$ cat src/rtl/sem_pkg.sv
package sem_pkg;
  typedef enum logic [1:0] {
    OWN_NONE  = 2'b00,
    OWN_LEFT  = 2'b01,
    OWN_RIGHT = 2'b10
  } owner_e;
endpackage

$ cat src/rtl/sem_port_dec.sv
module sem_port_dec #(
  parameter int NUM_FLAGS = 8,
  localparam int ADDR_W = $clog2(NUM_FLAGS)
) (
  input  logic              sel_i,
  input  logic              we_i,
  input  logic [ADDR_W-1:0] addr_i,
  input  logic              wdata_i,
  output logic [NUM_FLAGS-1:0] set_o,
  output logic [NUM_FLAGS-1:0] clr_o
);
  logic wr;
  assign wr = sel_i & we_i;

  for (genvar g = 0; g < NUM_FLAGS; g++) begin : g_dec
    logic hit;
    assign hit      = wr && (addr_i == ADDR_W'(g));
    assign set_o[g] = hit & ~wdata_i;
    assign clr_o[g] = hit &  wdata_i;
  end
endmodule

$ cat src/rtl/sem_flag_cell.sv
module sem_flag_cell
  import sem_pkg::*;
(
  input  logic clk_i,
  input  logic rst_ni,
  input  logic l_set_i,
  input  logic l_clr_i,
  input  logic r_set_i,
  input  logic r_clr_i,
  output logic own_l_o,
  output logic own_r_o
);
  owner_e owner_q, owner_d;
  logic   pend_l_q, pend_r_q, pend_l_d, pend_r_d;
  logic   req_l, req_r, rel, free_eff;

  always_comb begin
    req_l    = l_set_i | (pend_l_q & ~l_clr_i);
    req_r    = r_set_i | (pend_r_q & ~r_clr_i);
    rel      = (owner_q == OWN_LEFT  && l_clr_i) ||
               (owner_q == OWN_RIGHT && r_clr_i);
    free_eff = (owner_q == OWN_NONE) || rel;
    owner_d  = owner_q;
    if (free_eff) begin
      // left has fixed priority on a tie
      if (req_l)      owner_d = OWN_LEFT;
      else if (req_r) owner_d = OWN_RIGHT;
      else            owner_d = OWN_NONE;
    end
    pend_l_d = req_l && (owner_d != OWN_LEFT);
    pend_r_d = req_r && (owner_d != OWN_RIGHT);
  end

  always_ff @(posedge clk_i or negedge rst_ni) begin
    if (!rst_ni) begin
      owner_q  <= OWN_NONE;
      pend_l_q <= 1'b0;
      pend_r_q <= 1'b0;
    end else begin
      owner_q  <= owner_d;
      pend_l_q <= pend_l_d;
      pend_r_q <= pend_r_d;
    end
  end

  assign own_l_o = (owner_q == OWN_LEFT);
  assign own_r_o = (owner_q == OWN_RIGHT);

  a_r2_free_grant: assert property (@(posedge clk_i) disable iff (!rst_ni)
    (owner_q == OWN_NONE && r_set_i && !l_set_i) |=> (owner_q == OWN_RIGHT));
  a_r4_left_priority: assert property (@(posedge clk_i) disable iff (!rst_ni)
    (owner_q == OWN_NONE && l_set_i && r_set_i) |=> (owner_q == OWN_LEFT && pend_r_q));
  a_r4_pend_needs_owner: assert property (@(posedge clk_i) disable iff (!rst_ni)
    (pend_l_q || pend_r_q) |-> (owner_q != OWN_NONE));
  a_r6_handoff: assert property (@(posedge clk_i) disable iff (!rst_ni)
    (owner_q == OWN_LEFT && l_clr_i && pend_r_q && !r_clr_i) |=> (owner_q == OWN_RIGHT));
  a_r7_withdraw: assert property (@(posedge clk_i) disable iff (!rst_ni)
    (owner_q == OWN_LEFT && r_clr_i && !l_clr_i) |=> (owner_q == OWN_LEFT && !pend_r_q));
  a_r8_free_clear_noop: assert property (@(posedge clk_i) disable iff (!rst_ni)
    (owner_q == OWN_NONE && !l_set_i && !r_set_i) |=> (owner_q == OWN_NONE));
endmodule

$ cat src/rtl/sem_read_port.sv
module sem_read_port #(
  parameter int NUM_FLAGS = 8,
  localparam int ADDR_W = $clog2(NUM_FLAGS)
) (
  input  logic                 clk_i,
  input  logic                 rst_ni,
  input  logic                 sel_i,
  input  logic                 we_i,
  input  logic [ADDR_W-1:0]    addr_i,
  input  logic [NUM_FLAGS-1:0] own_i,
  output logic                 rdata_o
);
  logic rd_en;
  assign rd_en = sel_i & ~we_i;

  // active-low view: 0 means this side owns the token
  always_ff @(posedge clk_i or negedge rst_ni) begin
    if (!rst_ni)    rdata_o <= 1'b1;
    else if (rd_en) rdata_o <= ~own_i[addr_i];
  end

  a_r3_hold: assert property (@(posedge clk_i) disable iff (!rst_ni)
    !rd_en |=> $stable(rdata_o));
endmodule

$ cat src/rtl/sem_unit.sv
module sem_unit #(
  parameter int NUM_FLAGS = 8,
  localparam int ADDR_W = $clog2(NUM_FLAGS)
) (
  input  logic              clk_i,
  input  logic              rst_ni,
  input  logic              l_sel_i,
  input  logic              l_we_i,
  input  logic [ADDR_W-1:0] l_addr_i,
  input  logic              l_wdata_i,
  output logic              l_rdata_o,
  input  logic              r_sel_i,
  input  logic              r_we_i,
  input  logic [ADDR_W-1:0] r_addr_i,
  input  logic              r_wdata_i,
  output logic              r_rdata_o
);
  logic [NUM_FLAGS-1:0] l_set, l_clr, r_set, r_clr, own_l, own_r;

  sem_port_dec #(.NUM_FLAGS(NUM_FLAGS)) u_dec_l (
    .sel_i(l_sel_i), .we_i(l_we_i), .addr_i(l_addr_i), .wdata_i(l_wdata_i),
    .set_o(l_set), .clr_o(l_clr)
  );
  sem_port_dec #(.NUM_FLAGS(NUM_FLAGS)) u_dec_r (
    .sel_i(r_sel_i), .we_i(r_we_i), .addr_i(r_addr_i), .wdata_i(r_wdata_i),
    .set_o(r_set), .clr_o(r_clr)
  );

  for (genvar g = 0; g < NUM_FLAGS; g++) begin : g_flag
    sem_flag_cell u_cell (
      .clk_i(clk_i), .rst_ni(rst_ni),
      .l_set_i(l_set[g]), .l_clr_i(l_clr[g]),
      .r_set_i(r_set[g]), .r_clr_i(r_clr[g]),
      .own_l_o(own_l[g]), .own_r_o(own_r[g])
    );
  end

  sem_read_port #(.NUM_FLAGS(NUM_FLAGS)) u_rd_l (
    .clk_i(clk_i), .rst_ni(rst_ni), .sel_i(l_sel_i), .we_i(l_we_i),
    .addr_i(l_addr_i), .own_i(own_l), .rdata_o(l_rdata_o)
  );
  sem_read_port #(.NUM_FLAGS(NUM_FLAGS)) u_rd_r (
    .clk_i(clk_i), .rst_ni(rst_ni), .sel_i(r_sel_i), .we_i(r_we_i),
    .addr_i(r_addr_i), .own_i(own_r), .rdata_o(r_rdata_o)
  );

  a_r9_one_owner: assert property (@(posedge clk_i) disable iff (!rst_ni)
    (own_l & own_r) == '0);
  a_r10_idle_stable: assert property (@(posedge clk_i) disable iff (!rst_ni)
    (!l_sel_i && !r_sel_i) |=> ($stable(own_l) && $stable(own_r)));
endmodule

$ cat config.mk
export PLATFORM = sky130hd
export DESIGN_NAME = sem_unit
export DESIGN_NICKNAME = d
export VERILOG_FILES = /design/src/rtl/sem_pkg.sv /design/src/rtl/sem_port_dec.sv /design/src/rtl/sem_flag_cell.sv /design/src/rtl/sem_read_port.sv /design/src/rtl/sem_unit.sv
export SDC_FILE = /design/constraint.sdc
export NUM_CORES = 1
export LEC_CHECK = 0
export ABC_CLOCK_PERIOD_IN_PS = 2600
export BUFFER_PORTS_ARGS = -buffer_cell sky130_fd_sc_hd__clkbuf_2
export CORE_UTILIZATION = 31
export CTS_CLUSTER_DIAMETER = 120
export DETAILED_ROUTE_END_ITERATION = 8
export MAX_ROUTING_LAYER = met4
export PLACE_DENSITY = 0.45
export SYNTH_ARGS = -nofsm -noshare
export SYNTH_HDL_FRONTEND = slang
export SYNTH_SLANG_ARGS = --single-unit
$ cat constraint.sdc
create_clock -name clk_i -period 2.6 [get_ports clk_i]
set_input_delay 0.39 -clock clk_i [delete_from_list [all_inputs] [get_ports clk_i]]
set_output_delay 0.39 -clock clk_i [all_outputs]
set_load 0.05 [all_outputs]
Yosys cells after proc, flatten, opt, wreduce, memory -nomap -nowiden. Index checks and enable logic that the tools add are counted.

Bits of input ports: 14. Output and inout bits: 2. Logic and storage cells: 266. Flip-flop bits (word level): 34.

Order comparisons: 2. Equality and inequality tests: 46. Bitwise operators: 90. Multiplexer cells: 28. Reductions and logical operators: 74.

Operators with widths (count): 1-bit AND (52); 1-bit logical AND (48); 2-bit two-way mux (24); 3-bit == test (second input constant) (8); 1-bit NOT (22); 2-bit by 1-bit == test with 1-bit output (second input constant) (8); 2-bit == test (second input constant) (8); 2-bit logical NOT (8); 1-bit logical OR (16); 2-bit by 1-bit != test with 1-bit output (second input constant) (8); 2-bit != test (second input constant) (8); 1-bit OR (16); 3-bit by 2-bit == test with 1-bit output (second input constant) (4); 3-bit by 4-bit less-than comparator with 1-bit output (second input constant) (2); 1-bit binary-select mux with 3-bit select (2); 3-bit by 1-bit == test with 1-bit output (second input constant) (2); 3-bit logical NOT (2); 1-bit two-way mux (2).

Logic depth before layout (Yosys ltp).
Word-level depth: 11. Depth in mapped cells: 6. Depth with buffers taken out: 4.

Hierarchy. Synthesis repeated with hierarchy kept, for this count alone.

Cells, all modules: 249. Area, all modules: 2114.5 µm².

By module, submodules not included: sem_flag_cell (g_flag[1].u_cell ...) (cells an instance 23, sequential area each 100.1 µm², area an instance 206.4 µm², instances 7); sem_port_dec (cells an instance 23, sequential area each 0.0 µm², area an instance 116.4 µm², instances 2); sem_read_port (cells an instance 9, sequential area each 26.3 µm², area an instance 115.1 µm², instances 2); sem_flag_cell (g_flag[0].u_cell) (cells an instance 24, sequential area each 100.1 µm², area an instance 206.4 µm², instances 1).

Least setup slack after synthesis. OpenSTA, ideal clock, no wires.

Path type: input -> register. From: input r_addr_i[0]. To: register g_flag[0].u_cell.owner_q[1]. Setup time: 0.134 ns. Required time: 2.466 ns. Path buffers: 2. Arrival: 1.203 ns. Slack: 1.262 ns. Stages: 6. Cells stage by stage: buf_6 -> or2_0 -> buf_2 -> o21ai_0 -> o31a_1 -> o21ai_1.

Word-level cells in the longest chain between the ends: 9. Elaborated cells between the ends (all ways): 13. Those cells by class: 3 x mux; 5 x bitwise; 5 x reduce/logical.

Ends and longest elaborated chain: from (decl) (RTL line sem_unit.sv:14) `input logic [ADDR_W-1:0] r_addr_i,`; 3-bit logical NOT * (RTL line sem_port_dec.sv:17) `assign hit = wr && (addr_i == ADDR_W'(g));`; 1-bit logical AND * (RTL line sem_port_dec.sv:17); 1-bit AND (RTL line sem_port_dec.sv:19) `assign clr_o[g] = hit & wdata_i;`; 1-bit NOT (RTL line sem_flag_cell.sv:19) `req_r = r_set_i | (pend_r_q & ~r_clr_i);`; 1-bit AND (RTL line sem_flag_cell.sv:19); 1-bit OR (RTL line sem_flag_cell.sv:19); 2-bit two-way mux (RTL line sem_flag_cell.sv:27) `else if (req_r) owner_d = OWN_RIGHT;`; 2-bit two-way mux (RTL line sem_flag_cell.sv:26) `if (req_l) owner_d = OWN_LEFT;`; 2-bit two-way mux * (RTL line sem_flag_cell.sv:24) `if (free_eff) begin`; net g_flag[0].u_cell.owner_d[1] (RTL line sem_flag_cell.sv:13) `owner_e owner_q, owner_d;`; to (signal assigned) (RTL line sem_flag_cell.sv:40) `owner_q <= owner_d;`; to (decl) (RTL line sem_flag_cell.sv:13).

Mark *: on every way through the listed nets, which the timed path passes. The rest lies on a longest branch. A chain may end at the register's enable or synchronous reset.

Worst setup path in the final report.
From: register u_rd_l.rdata_o. To: output l_rdata_o.

RTL lines: from (decl) (RTL line sem_read_port.sv:11) `output logic rdata_o`; from (signal assigned) (RTL line sem_read_port.sv:19) `else if (rd_en) rdata_o <= ~own_i[addr_i];`; to (decl) (RTL line sem_unit.sv:11) `output logic l_rdata_o,`.

No word-level cell between the ends.

==> parameters.txt <==
Parameter                              Value

Run status
  Run status    finished clean

Place
  Input/output buffers    15
  Detailed-placement wirelength estimate    3.63 mm
  Final GP Congestion    0.802
  Standard cell area after detailed placement    ~2100 sq um

Critical path
  Critical path, cell by cell    clkbuf_2
  Category of the most critical setup path    reg -> out
  Depth of the most critical reg-to-reg path    4
  CP Data Required Time    ~2.2 ns
  FF-to-FF setup slack    ~1.3 ns
  Delay of the slowest cell on the worst path    between 0.5 and 0.6 ns
  Startpoint types    register
  Arrival @ worst endpoint    about 1.1 ns
  RR Endpoint    u_rd_l.rdata_o
  CP max-delay cell    dfstp_2
  Worst setup EP type    output port
  R2R Path Start    g_flag[4].u_cell.owner_q[0]
  Buf+Inv Stages, Crit Path    1
  Largest driver fanout on the critical path    2
  Cell type group with the largest total delay on the critical path    flip-flops

Synthesis
  Count of flip-flops with a built-in enable after synthesis    0
  Netlist area before placement    around 1900 sq um
  Synth top area cells    dfrtp_1 (42%), nor2_1 (6.6%), o21ai_0 (5.7%), nand2_1 (3.9%), o31a_1 (3.2%)
  Unique cell type count in the Yosys netlist    39
  Yosys warnings    0
  Synth top area share    0.415
  Proportion of synthesized chip area in sequential cells    0.443
  Net count of the mapped netlist    around 240
  Most frequently used flop master after synthesis    dfrtp_1
  Mean post-synth cell area    approximately 8.7 sq um
  Flip-flop and latch count after synthesis    34
  Synthesized instance count    between 200 and 250
  Leading area contributor after synthesis    dfrtp_1
  Share of async-settable or async-resettable flops after synthesis    1.00

Timing
  Time the final worst path needs with I/O delays and setup    between 1 and 1.5 ns
  Worst max-slew margin expressed relative to the limit    0.403
  Setup repair after global routing missed its margin    false
  Final Hold Viols    0
  Period utilisation layout    0.575
  Count of endpoints failing setup in the final report    0
  TNS Setup    0 ns
  Worst clock skew    0.00858 ns
  Tightest Pin Transition    just under 0.9 ns
  Peak clock frequency supported by timing    between 0.6 and 0.7 GHz
  Max-slew violations    0

Global route
  Maximum number of pins on one net before global-route repair    35
  Total routing usage reported by global routing    0.179
  Total grt overflow    0
  Global-route wire length before repair    slightly above 8 mm
  Vias in the first global route    about 1600
  Antenna violations before repair    0

Clock tree
  Clock net sink count    34
  CTS tree    yes
  Htree depth    2
  CTS clk-pin slew, worst paths    around 0.08 ns
  Number of buffers created by CTS    5
  # Post-CTS Setup Buffers    0
  Clock latency on the worst-skew pair    around 0.29 ns
  Number of cells upsized or downsized after cts    0
  Root cell of the clock tree    clkbuf_8
  Maximum clock path buffer count    2
  Hold-fix buffers, CTS    0

Routing
  Top routing layer in use    met4
  Wire length on met2    2.26 mm
  Post-Route M1 WL    ~2.4 mm
  Routed vias    between 1500 and 2000
  Violation count after the first detailed-route iteration    roughly 110
  Length of routed met3 wiring    roughly 210 um
  Avg Vias per Cell    5.30
  Detailed Route WL    roughly 5.0 mm
  DR pass1 iterations    4
  Remaining routing DRC violations    0
  Average routed wire per standard cell    around 16 um
  Remaining number of nets flagged by the antenna check after routing    0

Floorplanning
  Full die area    6540 sq um
  Core area    roughly 6000 sq um
  Effective utilization at floorplan    0.324
  I/O pin count    16
  Total number of placement rows    28
  Die height    about 80 um
  Die extent in x    80.9 um

Cells and area
  Share of post-route cells with drive strength above 1    0.134
  Post-route standard cell area excluding fillers    roughly 2200 sq um
  Total Nets Final    approximately 250
  Area Overhead vs Synth    11.8%
  Antenna diodes    0

Power
  Leakage power figure    about 0.94 nW
  Worst IR Drop VDD    ~0.00038 V
  P per Cell Area    864 nW/um^2

Job
  Number of max-cap violations    0

Worst hold path
  Hold WC Path Type    in -> async
==> metal layers <==
layer	GRT usage	up-vias
li1	-	830
met1	0.239	787
met2	0.264	31
met3	0.0337	10
met4	0.0768	0
met5	-	-
==> layout by cell type (no fill, tap or decap), drive strengths merged, types with 2 or more instances in the layout <==
cell,Yosys,layout
nor2,34,34
o31ai,8,8
a311oi,3,3
dfrtp,32,32
nor3b,4,4
nor3,9,9
o21ai,31,31
dfstp,2,2
o31a,7,7
nand3b,2,2
nand2,20,20
o22ai,2,2
o21a,8,8
nand2b,2,2
inv,9,9
a211oi,2,2
nor2b,7,7
clkbuf,0,21
a21o,8,8
a21oi,10,10
==> worst max-delay path by stage <==
stage               slack [ns]                     endpoint            from  depth (start not counted)
floorplan                 1.26  g_flag[0].u_cell.owner_q[1]     r_addr_i[0]                          6
global placement          0.98  g_flag[0].u_cell.owner_q[1]       r_wdata_i                          4
detailed placement        0.97  g_flag[0].u_cell.owner_q[1]       r_wdata_i                          4
CTS                       1.10                    l_rdata_o  u_rd_l.rdata_o                          1
global route              1.07                    l_rdata_o  u_rd_l.rdata_o                          1
finish                    1.10                    l_rdata_o  u_rd_l.rdata_o                          1
==> power breakdown <==
part / leakage, nW / internal (mW) / total, mW / switching [mW]
registers: 0.425 / 0.685 / 0.881 / 0.196
clock network: 0.0472 / 0.213 / 0.422 / 0.209
logic: 0.464 / 0.241 / 0.560 / 0.318
==> metrics by stage <==
| step | cells | hold WS, ns | utilization | setup WS, ns | power (mW) |
|---|---|---|---|---|---|
| CTS | 313 | 0.253 | 0.362 | 1.10 | 1.88 |
| detailed placement | 305 | 0.511 | 0.346 | 0.970 | 1.45 |
| global route | 313 | 0.272 | 0.362 | 1.07 | 2.02 |
| global placement | 305 | 0.500 | 0.346 | 0.977 | 1.46 |
| floorplan | 221 | 0.0944 | - | 1.26 | 1.27 |
| finish | 313 | 0.211 | 0.362 | 1.10 | 1.86 |
==> cell families after synthesis <==
kind of cell    Yosys count  synth area share
simple gates             88             0.239
compound gates           84             0.282
flops                    34             0.443
buf+inv                  15            0.0363
==> cells in the mapped netlist (all sizes together) (7+ instances only) <==
| master | instances |
|---|---|
| nor2 | 34 |
| dfrtp | 32 |
| o21ai | 31 |
| nand2 | 20 |
| a21oi | 10 |
| inv | 9 |
| nor3 | 9 |
| a21o | 8 |
| o21a | 8 |
| o31ai | 8 |
| nor2b | 7 |
| o31a | 7 |
==> flip-flops by register name, indices dropped and copies added, names as in the netlist <==
register and count:
u_rd_l.rdata_o 1, u_rd_r.rdata_o 1, g_flag.u_cell.pend_l_q 8, g_flag.u_cell.pend_r_q 8
g_flag.u_cell.owner_q 16
==> cell type report <==
class	count	area [sq um]
clock buffers	6	82.6
repair buffers	15	75.1
well taps	75	93.8
multi-input cells	172	1000
clock inverters	2	12.5
fillers	645	3800
flip-flops and latches	34	853
inverters	9	33.8
No activity file was read; power rests on OpenSTA's default activity.
